==> src/rtl/crl_pkg.sv <==
package crl_pkg;

    localparam int DEF_FIELDS  = 8;
    localparam int DEF_FIELD_W = 4;
    localparam int XO_W        = 10;

    typedef enum logic [3:0] {
        CROP_NONE,
        CROP_AND,
        CROP_OR,
        CROP_NAND,
        CROP_XOR,
        CROP_NOR,
        CROP_EQV,
        CROP_ANDC,
        CROP_ORC,
        CROP_MOVE
    } crop_e;

    function automatic crop_e xo_to_op(input logic [XO_W-1:0] xo);
        case (xo)
            10'd0:   return CROP_MOVE;
            10'd33:  return CROP_NOR;
            10'd129: return CROP_ANDC;
            10'd193: return CROP_XOR;
            10'd255: return CROP_NAND;
            10'd257: return CROP_AND;
            10'd289: return CROP_EQV;
            10'd417: return CROP_ORC;
            10'd449: return CROP_OR;
            default: return CROP_NONE;
        endcase
    endfunction

    function automatic logic cr_bool(input crop_e op, input logic a, input logic b);
        case (op)
            CROP_AND:  return a & b;
            CROP_OR:   return a | b;
            CROP_NAND: return ~(a & b);
            CROP_XOR:  return a ^ b;
            CROP_NOR:  return ~(a | b);
            CROP_EQV:  return ~(a ^ b);
            CROP_ANDC: return a & ~b;
            CROP_ORC:  return a | ~b;
            default:   return 1'b0;
        endcase
    endfunction

endpackage

==> src/rtl/crl_decode.sv <==
module crl_decode
    import crl_pkg::*;
(
    input  logic            valid,
    input  logic [XO_W-1:0] xo,
    output crop_e           kind,
    output logic            bit_en,
    output logic            move_en,
    output logic            bad_op
);

    always_comb begin
        kind    = xo_to_op(xo);
        move_en = valid && (kind == CROP_MOVE);
        bad_op  = valid && (kind == CROP_NONE);
        bit_en  = valid && (kind != CROP_MOVE) && (kind != CROP_NONE);
    end

endmodule

==> src/rtl/crl_bitop.sv <==
module crl_bitop
    import crl_pkg::*;
#(
    parameter  int CR_W  = 32,
    localparam int SEL_W = $clog2(CR_W)
) (
    input  logic             en,
    input  crop_e            kind,
    input  logic [CR_W-1:0]  cr,
    input  logic [SEL_W-1:0] bt,
    input  logic [SEL_W-1:0] ba,
    input  logic [SEL_W-1:0] bb,
    output logic [CR_W-1:0]  mask,
    output logic             res
);

    localparam logic [SEL_W-1:0] MSB_IDX = SEL_W'(CR_W - 1);

    // big-endian selectors: index n lives at physical bit (CR_W-1-n)
    logic [SEL_W-1:0] pos_t, pos_a, pos_b;

    always_comb begin
        pos_t = MSB_IDX - bt;
        pos_a = MSB_IDX - ba;
        pos_b = MSB_IDX - bb;
        res   = cr_bool(kind, cr[pos_a], cr[pos_b]);
    end

    for (genvar i = 0; i < CR_W; i++) begin : g_dst
        assign mask[i] = en && (pos_t == SEL_W'(i));
    end

endmodule

==> src/rtl/crl_fmove.sv <==
module crl_fmove #(
    parameter  int N_FIELDS = 8,
    parameter  int FIELD_W  = 4,
    localparam int CR_W     = N_FIELDS * FIELD_W,
    localparam int FSEL_W   = $clog2(N_FIELDS)
) (
    input  logic              en,
    input  logic [CR_W-1:0]   cr,
    input  logic [FSEL_W-1:0] fd,
    input  logic [FSEL_W-1:0] fs,
    output logic [CR_W-1:0]   mask,
    output logic [FIELD_W-1:0] fdata
);

    // field number f sits in slot (N_FIELDS-1-f), slot 0 being the LSBs
    always_comb begin
        fdata = '0;
        for (int f = 0; f < N_FIELDS; f++) begin
            if (fs == FSEL_W'(f))
                fdata = cr[(N_FIELDS-1-f)*FIELD_W +: FIELD_W];
        end
    end

    for (genvar f = 0; f < N_FIELDS; f++) begin : g_dst
        assign mask[(N_FIELDS-1-f)*FIELD_W +: FIELD_W] =
            {FIELD_W{en && (fd == FSEL_W'(f))}};
    end

endmodule

==> src/rtl/cr_logic_unit.sv <==
module cr_logic_unit
    import crl_pkg::*;
#(
    parameter  int N_FIELDS = DEF_FIELDS,
    parameter  int FIELD_W  = DEF_FIELD_W,
    localparam int CR_W     = N_FIELDS * FIELD_W,
    localparam int BSEL_W   = $clog2(CR_W),
    localparam int FSEL_W   = $clog2(N_FIELDS)
) (
    input  logic               clk,
    input  logic               rst,
    input  logic               op_valid,
    input  logic [XO_W-1:0]    op_xo,
    input  logic [BSEL_W-1:0]  op_bt,
    input  logic [BSEL_W-1:0]  op_ba,
    input  logic [BSEL_W-1:0]  op_bb,
    input  logic [FSEL_W-1:0]  op_fd,
    input  logic [FSEL_W-1:0]  op_fs,
    input  logic               fld_wr_en,
    input  logic [FSEL_W-1:0]  fld_wr_sel,
    input  logic [FIELD_W-1:0] fld_wr_data,
    output logic [CR_W-1:0]    cr_out,
    output logic               illegal_op
);

    crop_e              kind;
    logic               bit_en, mv_en, bad_op;
    logic [CR_W-1:0]    cr_q, cr_d;
    logic [CR_W-1:0]    bit_mask, mv_mask, ext_mask;
    logic               bit_res;
    logic [FIELD_W-1:0] mv_data;

    crl_decode u_dec (
        .valid   (op_valid),
        .xo      (op_xo),
        .kind    (kind),
        .bit_en  (bit_en),
        .move_en (mv_en),
        .bad_op  (bad_op)
    );

    crl_bitop #(.CR_W(CR_W)) u_bit (
        .en   (bit_en),
        .kind (kind),
        .cr   (cr_q),
        .bt   (op_bt),
        .ba   (op_ba),
        .bb   (op_bb),
        .mask (bit_mask),
        .res  (bit_res)
    );

    crl_fmove #(.N_FIELDS(N_FIELDS), .FIELD_W(FIELD_W)) u_mv (
        .en    (mv_en),
        .cr    (cr_q),
        .fd    (op_fd),
        .fs    (op_fs),
        .mask  (mv_mask),
        .fdata (mv_data)
    );

    for (genvar f = 0; f < N_FIELDS; f++) begin : g_ext
        assign ext_mask[(N_FIELDS-1-f)*FIELD_W +: FIELD_W] =
            {FIELD_W{fld_wr_en && (fld_wr_sel == FSEL_W'(f))}};
    end

    // per-bit merge: operation result beats the external field write
    for (genvar i = 0; i < CR_W; i++) begin : g_merge
        localparam int LANE = i % FIELD_W;
        assign cr_d[i] = bit_mask[i] ? bit_res       :
                         mv_mask[i]  ? mv_data[LANE] :
                         ext_mask[i] ? fld_wr_data[LANE] :
                                       cr_q[i];
    end

    always_ff @(posedge clk) begin
        if (rst) begin
            cr_q       <= '0;
            illegal_op <= 1'b0;
        end else begin
            cr_q       <= cr_d;
            illegal_op <= bad_op;
        end
    end

    assign cr_out = cr_q;

    p_reset_clear_r1: assert property (@(posedge clk)
        rst |=> (cr_q == '0 && !illegal_op));

    p_single_bit_r4: assert property (@(posedge clk) disable iff (rst)
        (bit_en && !fld_wr_en) |=> ($countones(cr_q ^ $past(cr_q)) <= 1));

    p_move_confined_r5: assert property (@(posedge clk) disable iff (rst)
        (mv_en && !fld_wr_en) |=> (((cr_q ^ $past(cr_q)) & ~$past(mv_mask)) == '0));

    p_illegal_hold_r6: assert property (@(posedge clk) disable iff (rst)
        (bad_op && !fld_wr_en) |=> ($stable(cr_q) && illegal_op));

    p_illegal_cause_r6: assert property (@(posedge clk) disable iff (rst)
        illegal_op |-> $past(op_valid));

    p_ext_confined_r8: assert property (@(posedge clk) disable iff (rst)
        (fld_wr_en && !op_valid) |=> (((cr_q ^ $past(cr_q)) & ~$past(ext_mask)) == '0));

    p_idle_hold_r10: assert property (@(posedge clk) disable iff (rst)
        (!op_valid && !fld_wr_en) |=> ($stable(cr_q) && !illegal_op));

endmodule

==> config.mk <==
export PLATFORM = sky130hd
export DESIGN_NAME = cr_logic_unit
export DESIGN_NICKNAME = d
export VERILOG_FILES = /design/src/rtl/crl_pkg.sv /design/src/rtl/crl_decode.sv /design/src/rtl/crl_bitop.sv /design/src/rtl/crl_fmove.sv /design/src/rtl/cr_logic_unit.sv
export SDC_FILE = /design/constraint.sdc
export NUM_CORES = 1
export LEC_CHECK = 0
export ABC_AREA = 1
export BUFFER_PORTS_ARGS = -buffer_cell sky130_fd_sc_hd__buf_4
export CAP_MARGIN = 20
export CORE_MARGIN = 5
export CORE_UTILIZATION = 57
export DETAILED_ROUTE_END_ITERATION = 12
export PLACE_DENSITY_LB_ADDON = 0.08
export SLEW_MARGIN = 30
export SYNTH_ARGS = -nofsm -noshare
export SYNTH_HDL_FRONTEND = slang
export SYNTH_SLANG_ARGS = --single-unit
==> constraint.sdc <==
create_clock -name clk -period 2.6 [get_ports clk]
set_clock_uncertainty 0.1 [all_clocks]
set_input_delay 0.13 -clock clk [delete_from_list [all_inputs] [get_ports clk]]
set_output_delay 0.13 -clock clk [all_outputs]
set_load 0.01 [all_outputs]
### Word level (Yosys, flattened, before mapping)

Index checks and enable logic that the tools add are counted.

| word-level totals | value |
|---|---|
| logic and storage cells | 318 |
| output and inout bits | 33 |
| input port bits | 42 |
| register bits | 33 |

| cells by class | value |
|---|---|
| add/subtract/negate cells | 3 |
| equality and inequality tests | 70 |
| magnitude comparators | 2 |
| reduce and logical (&&, ||, !) cells | 91 |
| muxes and demuxes | 110 |
| bitwise gates (word level) | 9 |

Operator list:

| kind | count |
|---|---|
| 1-bit two-way mux | 98 |
| 3-bit nonzero test | 32 |
| 5-bit equality test (second input constant) | 16 |
| 1-bit logical AND | 52 |
| 10-bit by 9-bit equality test with 1-bit output (second input constant) | 4 |
| 5-bit by 4-bit equality test with 1-bit output (second input constant) | 8 |
| 3-bit equality test (second input constant) | 12 |
| 4-bit one-hot mux with 9 select lines | 1 |
| 4-bit two-way mux | 8 |
| 10-bit by 8-bit equality test with 1-bit output (second input constant) | 3 |
| 5-bit by 3-bit equality test with 1-bit output (second input constant) | 4 |
| 3-bit by 2-bit equality test with 1-bit output (second input constant) | 6 |
| 4-bit by 3-bit equality test with 1-bit output (second input constant) | 4 |
| 5-bit subtractor (first input constant) | 3 |
| 5-bit by 6-bit < comparator with 1-bit output (second input constant) | 2 |
| 1-bit binary-select mux with 5-bit select | 2 |
| 10-bit by 6-bit equality test with 1-bit output (second input constant) | 1 |
| 5-bit by 2-bit equality test with 1-bit output (second input constant) | 2 |
| 10-bit zero test | 1 |
| 3-bit by 1-bit equality test with 1-bit output (second input constant) | 3 |
| 3-bit zero test | 3 |
| 4-bit by 2-bit equality test with 1-bit output (second input constant) | 2 |
| 4-bit equality test (second input constant) | 2 |
| 1-bit one-hot mux with 8 select lines | 1 |
| 10 further kinds | 15 |

### Depth between registers and ports, before layout

| depth | value |
|---|---|
| word-level depth | 11 |
| mapped depth | 18 |
| mapped depth without buffers | 16 |

### Hierarchy

Synthesis repeated with hierarchy kept, for this count alone.

| second synthesis, totals | value |
|---|---|
| cells, all modules | 857 |
| area, all modules | 4371.7 um^2 |

Modules (own cells, without submodules):

| module | instances | area each (um^2) | sequential area each (um^2) | cells an instance |
|---|---|---|---|---|
| cr_logic_unit | 1 | 2359.8 | 660.6 | 449 |
| crl_bitop | 1 | 1167.4 | 0.0 | 250 |
| crl_fmove | 1 | 555.5 | 0.0 | 100 |
| crl_decode | 1 | 289.0 | 0.0 | 58 |

### Least setup slack after synthesis

OpenSTA, ideal clock, no wires.

| path | value |
|---|---|
| path kind | reg2reg |
| from | register cr_q[20] (netlist: cr_out[20]) |
| to | register cr_q[13] (netlist: cr_out[13]) |
| path slack | 181 ps |
| clock period less this slack | 2419 ps |
| data required time | 2387 ps |
| stages on the path, launching flop included | 18 |
| path buffers | 1 |
| setup time | 113 ps |
| arrival time | 2206 ps |
| path through | dfxtp_1 > inv_1 > o21ai_0 > a21oi_1 > o21ai_0 > nand3_1 > nand2_1 > inv_1 > o21ai_0 > inv_1 > ha_1 > inv_1 > o22ai_1 > nor2_1 > nand4_2 > buf_2 > nor2_1 > nor2_1 |

| on the way | value |
|---|---|
| longest elaborated chain between the ends | 6 |
| elaborated cells between the ends (all ways) | 15 |
| classes of those cells | mux: 6; bitwise: 9 |

Ends and longest elaborated chain:

| item | RTL line | RTL |
|---|---|---|
| from (decl) | cr_logic_unit.sv:28 | `logic [CR_W-1:0] cr_q, cr_d;` |
| from (signal assigned) | cr_logic_unit.sv:81 | `cr_q <= cr_d;` |
| 1-bit binary-select mux with 5-bit select | crl_bitop.sv:26 | `res = cr_bool(kind, cr[pos_a], cr[pos_b]);` |
| 1-bit two-way mux (not written as such) | crl_bitop.sv:26 |  |
| 1-bit NOT (tied with other cells) | crl_pkg.sv:43, crl_pkg.sv:44 |  |
| 1-bit OR (tied with other cells) | crl_pkg.sv:44 | `CROP_ORC: return a \| ~b;` |
| 1-bit one-hot mux with 8 select lines (*) | crl_pkg.sv:36 | `case (op)` |
| 1-bit two-way mux (*) | cr_logic_unit.sv:70 | `assign cr_d[i] = bit_mask[i] ? bit_res :` |

Mark *: on every way between the ends. The rest lies on a longest branch, timed or not. The select of a mux whose other input is x is not followed.
A chain may end at the register's enable or synchronous reset.

### Worst setup path after layout

| path | value |
|---|---|
| from | register cr_q[5] (netlist: cr_out[5]) |
| to | register cr_q[15] (netlist: cr_out[15]) |

The elaborated chain is that of the path after synthesis.

==> flow_metrics.tcl <==
set metrics [dict create \
    run_status "complete, but fails checks" \
    failed_checks "negative setup slack" \
    routed_wl_microns 16000 \
    grt_pass1_wl_microns 23500 \
    worst_slew_pin_slew_ns 0.765 \
    vias 5542 \
    clock-sinks 33 \
    antennaDiodeCount 0 \
    cp.arrival_ns 2.70 \
    fin_crit_sh_pct 100 \
    layout.nets 868 \
    synth-async-reset-ratio_pct 0 \
    final_area_sq_um 5120 \
    placed_area_sq_um 4700 \
    clkTransAtPathRegs_ns 0.08 \
    finalHoldViolCount 0 \
    synth_simple_gate_area_share_pct 55.2 \
    final_util_pct 76.1 \
    synth.area.mux_share_pct 0.257 \
    die_y_microns 92.6 \
    fp.dieArea_sq_um 8570 \
    clk_latency_ns 0.30 \
    ys_ff_latch 33 \
    route.detailed.drc 0 \
    syn_area_per_cell_sq_um 5.41 \
    slew_violations 0 \
    io_pins 75 \
    path_max_fanout 12 \
    ir_drop_v 0.000303 \
    slew_headroom_pct 48.9 \
    htree_levels 2 \
    final_cell_mix "nand2_1, nor2_1, buf_4" \
    yosys_warnings 0 \
    ys.flop_type "dfxtp_1" \
    dr.pass1.iters 7 \
    power.density_nw_per_um2 307 \
    grt_pass1_vias 4750 \
    core_sq_um 6720 \
    static-leakage-power_nw 2.61 \
    antenna_found_initial 0 \
    synth_edf_count 0 \
    worst_setup_path_start_kind "flop" \
    area_growth_pct 31.6 \
    cts_buffer_depth 2 \
    grt_max_degree 34 \
    end_kind "flop" \
    dp.cells 886 \
    setup_slack_ns -0.00816 \
    start_util_pct 57.9 \
    yosysSeqAreaShare_pct 17.0 \
    grt_overflow_total 0 \
    via_per_inst 6.14 \
    wl_per_cell_microns 17.7 \
    fin_tns_setup_ns -0.0158 \
    critPathRequiredTime_ns 2.69 \
    synth-xor-area-share_pct 0 \
    critPathKind "reg -> reg" \
    hold_slack_ns 0.142 \
    cts_tree "done" \
    setup_viol 2 \
    synth_fp_nets 765 \
    grt_usage_pct 34.8 \
    std_cell_rows 30 \
    synth_compound_gate_area_share_pct 15.6 \
    syn_area_sq_um 3890 \
    netlist_instances 719 \
    drtAntennaViolNets 0 \
    die_width_microns 92.6 \
    cap_violations 0 \
    synth_top_family_by_area "simple AND/OR/NAND/NOR gates" \
    cts_buffers 5 \
    post-route-min-period_ns 2.61 \
    cts_root_buf "clkbuf_8" \
    rsz0062_at_grt "true" \
    final_common_cell "nand2_1" \
    final_cells 903 \
    drive_above_1_share_pct 29.4 \
    maxClockFrequency_ghz 0.383 \
    gp_congestion 1.02 \
    synth_fa_ha_area_share_pct 1.29 \
    hp-class "in -> reg" \
    n_fill_cell 573 \
    dp_hpwl_microns 12000 \
    synth_cell_types 33 \
    numPortBuffers 74 \
    first_iter_violations 753 \
]
## worst max-delay path, stage by stage (launching register included)
cell	delay, ns
dfxtp_2	0.34
o21ai_1	0.16
a21oi_2	0.05
a21oi_1	0.17
a21oi_1	0.11
o21ai_1	0.08
nand2_1	0.07
nand2_1	0.08
o21ai_2	0.09
buf_4	0.15
ha_2	0.19
nand4_1	0.11
o21ai_2	0.07
nor2_2	0.14
nand4_4	0.18
clkbuf_16	0.24
nor2_1	0.11
nor2_1	0.06
## worst paths after layout
| check | from | to | slack, ns | cells past startpoint |
|---|---|---|---|---|
| max | cr_out[5] | cr_out[15] | -0.008 | 17 |
| min | op_valid | illegal_op | 0.14 | 3 |
| max reg2reg | cr_out[5] | cr_out[15] | -0.008 | 17 |
| min reg2reg | cr_out[18] | cr_out[18] | 0.69 | 6 |
## cells by family (layout without fill, tap and decap cells)
family          Yosys count  in the layout
simple gates            468            468
flops                    33             33
buf+inv                 100            204
fa+ha+maj                 4              4
mux                       1              1
compound gates          113            113
## synth_stat cells (3+ instances only)
cell / number / share of area (%)
ha_1: 4 / 1.3
nand2_1: 190 / 18
dfxtp_1: 33 / 17
nand3_1: 52 / 6.7
nand4_1: 44 / 7.1
nor2_2: 6 / 0.97
nor3_1: 5 / 0.64
nand2_2: 9 / 1.4
o211ai_1: 7 / 1.4
a21oi_1: 35 / 4.5
inv_1: 60 / 5.8
buf_2: 10 / 1.3
nor2_4: 8 / 2.3
clkbuf_1: 8 / 0.77
nand2_4: 3 / 0.87
buf_6: 3 / 0.87
o21ai_1: 7 / 0.90
buf_1: 4 / 0.39
o21ai_0: 56 / 7.2
o22ai_1: 3 / 0.48
o221ai_1: 3 / 0.68
nor2_1: 141 / 14
inv_2: 13 / 1.3
## where the power goes
group	internal, mW	switching [mW]
Clock	0.312	0.213
Combinational	0.197	0.310
Sequential	0.519	0.0215
Total	1.03	0.544
## per-layer routing
layer | GRT usage, % | up-vias | part of all wire (%)
li1 | - | 2560 | -
met1 | 44.0 | 2432 | 36
met2 | 55.3 | 455 | 44
met3 | 8.53 | 95 | 14
met4 | 16.3 | 0 | 5.6
met5 | 0 | - | 0
## flip-flops by register name (all words and copies together), names as in the netlist
register    flops
cr_out         32
illegal_op      1
## area by class of cell
type / count / area (sq um) / area share [%]
Inverter: 74 / 288 / 5.62
Sequential cell: 33 / 701 / 13.7
Multi-Input combinational cell: 586 / 2940 / 57.5
Clock inverter: 2 / 37.5 / 0.734
Tap cell: 80 / 100 / 1.96
Timing Repair Buffer: 122 / 966 / 18.9
Clock buffer: 6 / 82.6 / 1.61
## per-stage QoR
| step | power, mW | setup WS [ns] |
|---|---|---|
| finish | 1.57 | -0.00816 |
| global route | 1.63 | -0.150 |
| CTS | 1.53 | 0.000469 |
| detailed placement | 1.01 | -0.113 |
| global placement | 0.998 | -0.0801 |
| floorplan | 0.807 | 0.181 |
## timing repair
| item | CTS | global route |
|---|---|---|
| gates resized for setup | 1 | 95 |
| cloned | 0 | 2 |
| setup buffers | 0 | 6 |
| hold endpoints to repair | 1 | 0 |
| pin swaps | 0 | 15 |
| endpoints found under the setup margin | 26 | 32 |
| hold buffers | 1 | 0 |
(Power assumes the default switching activity.)
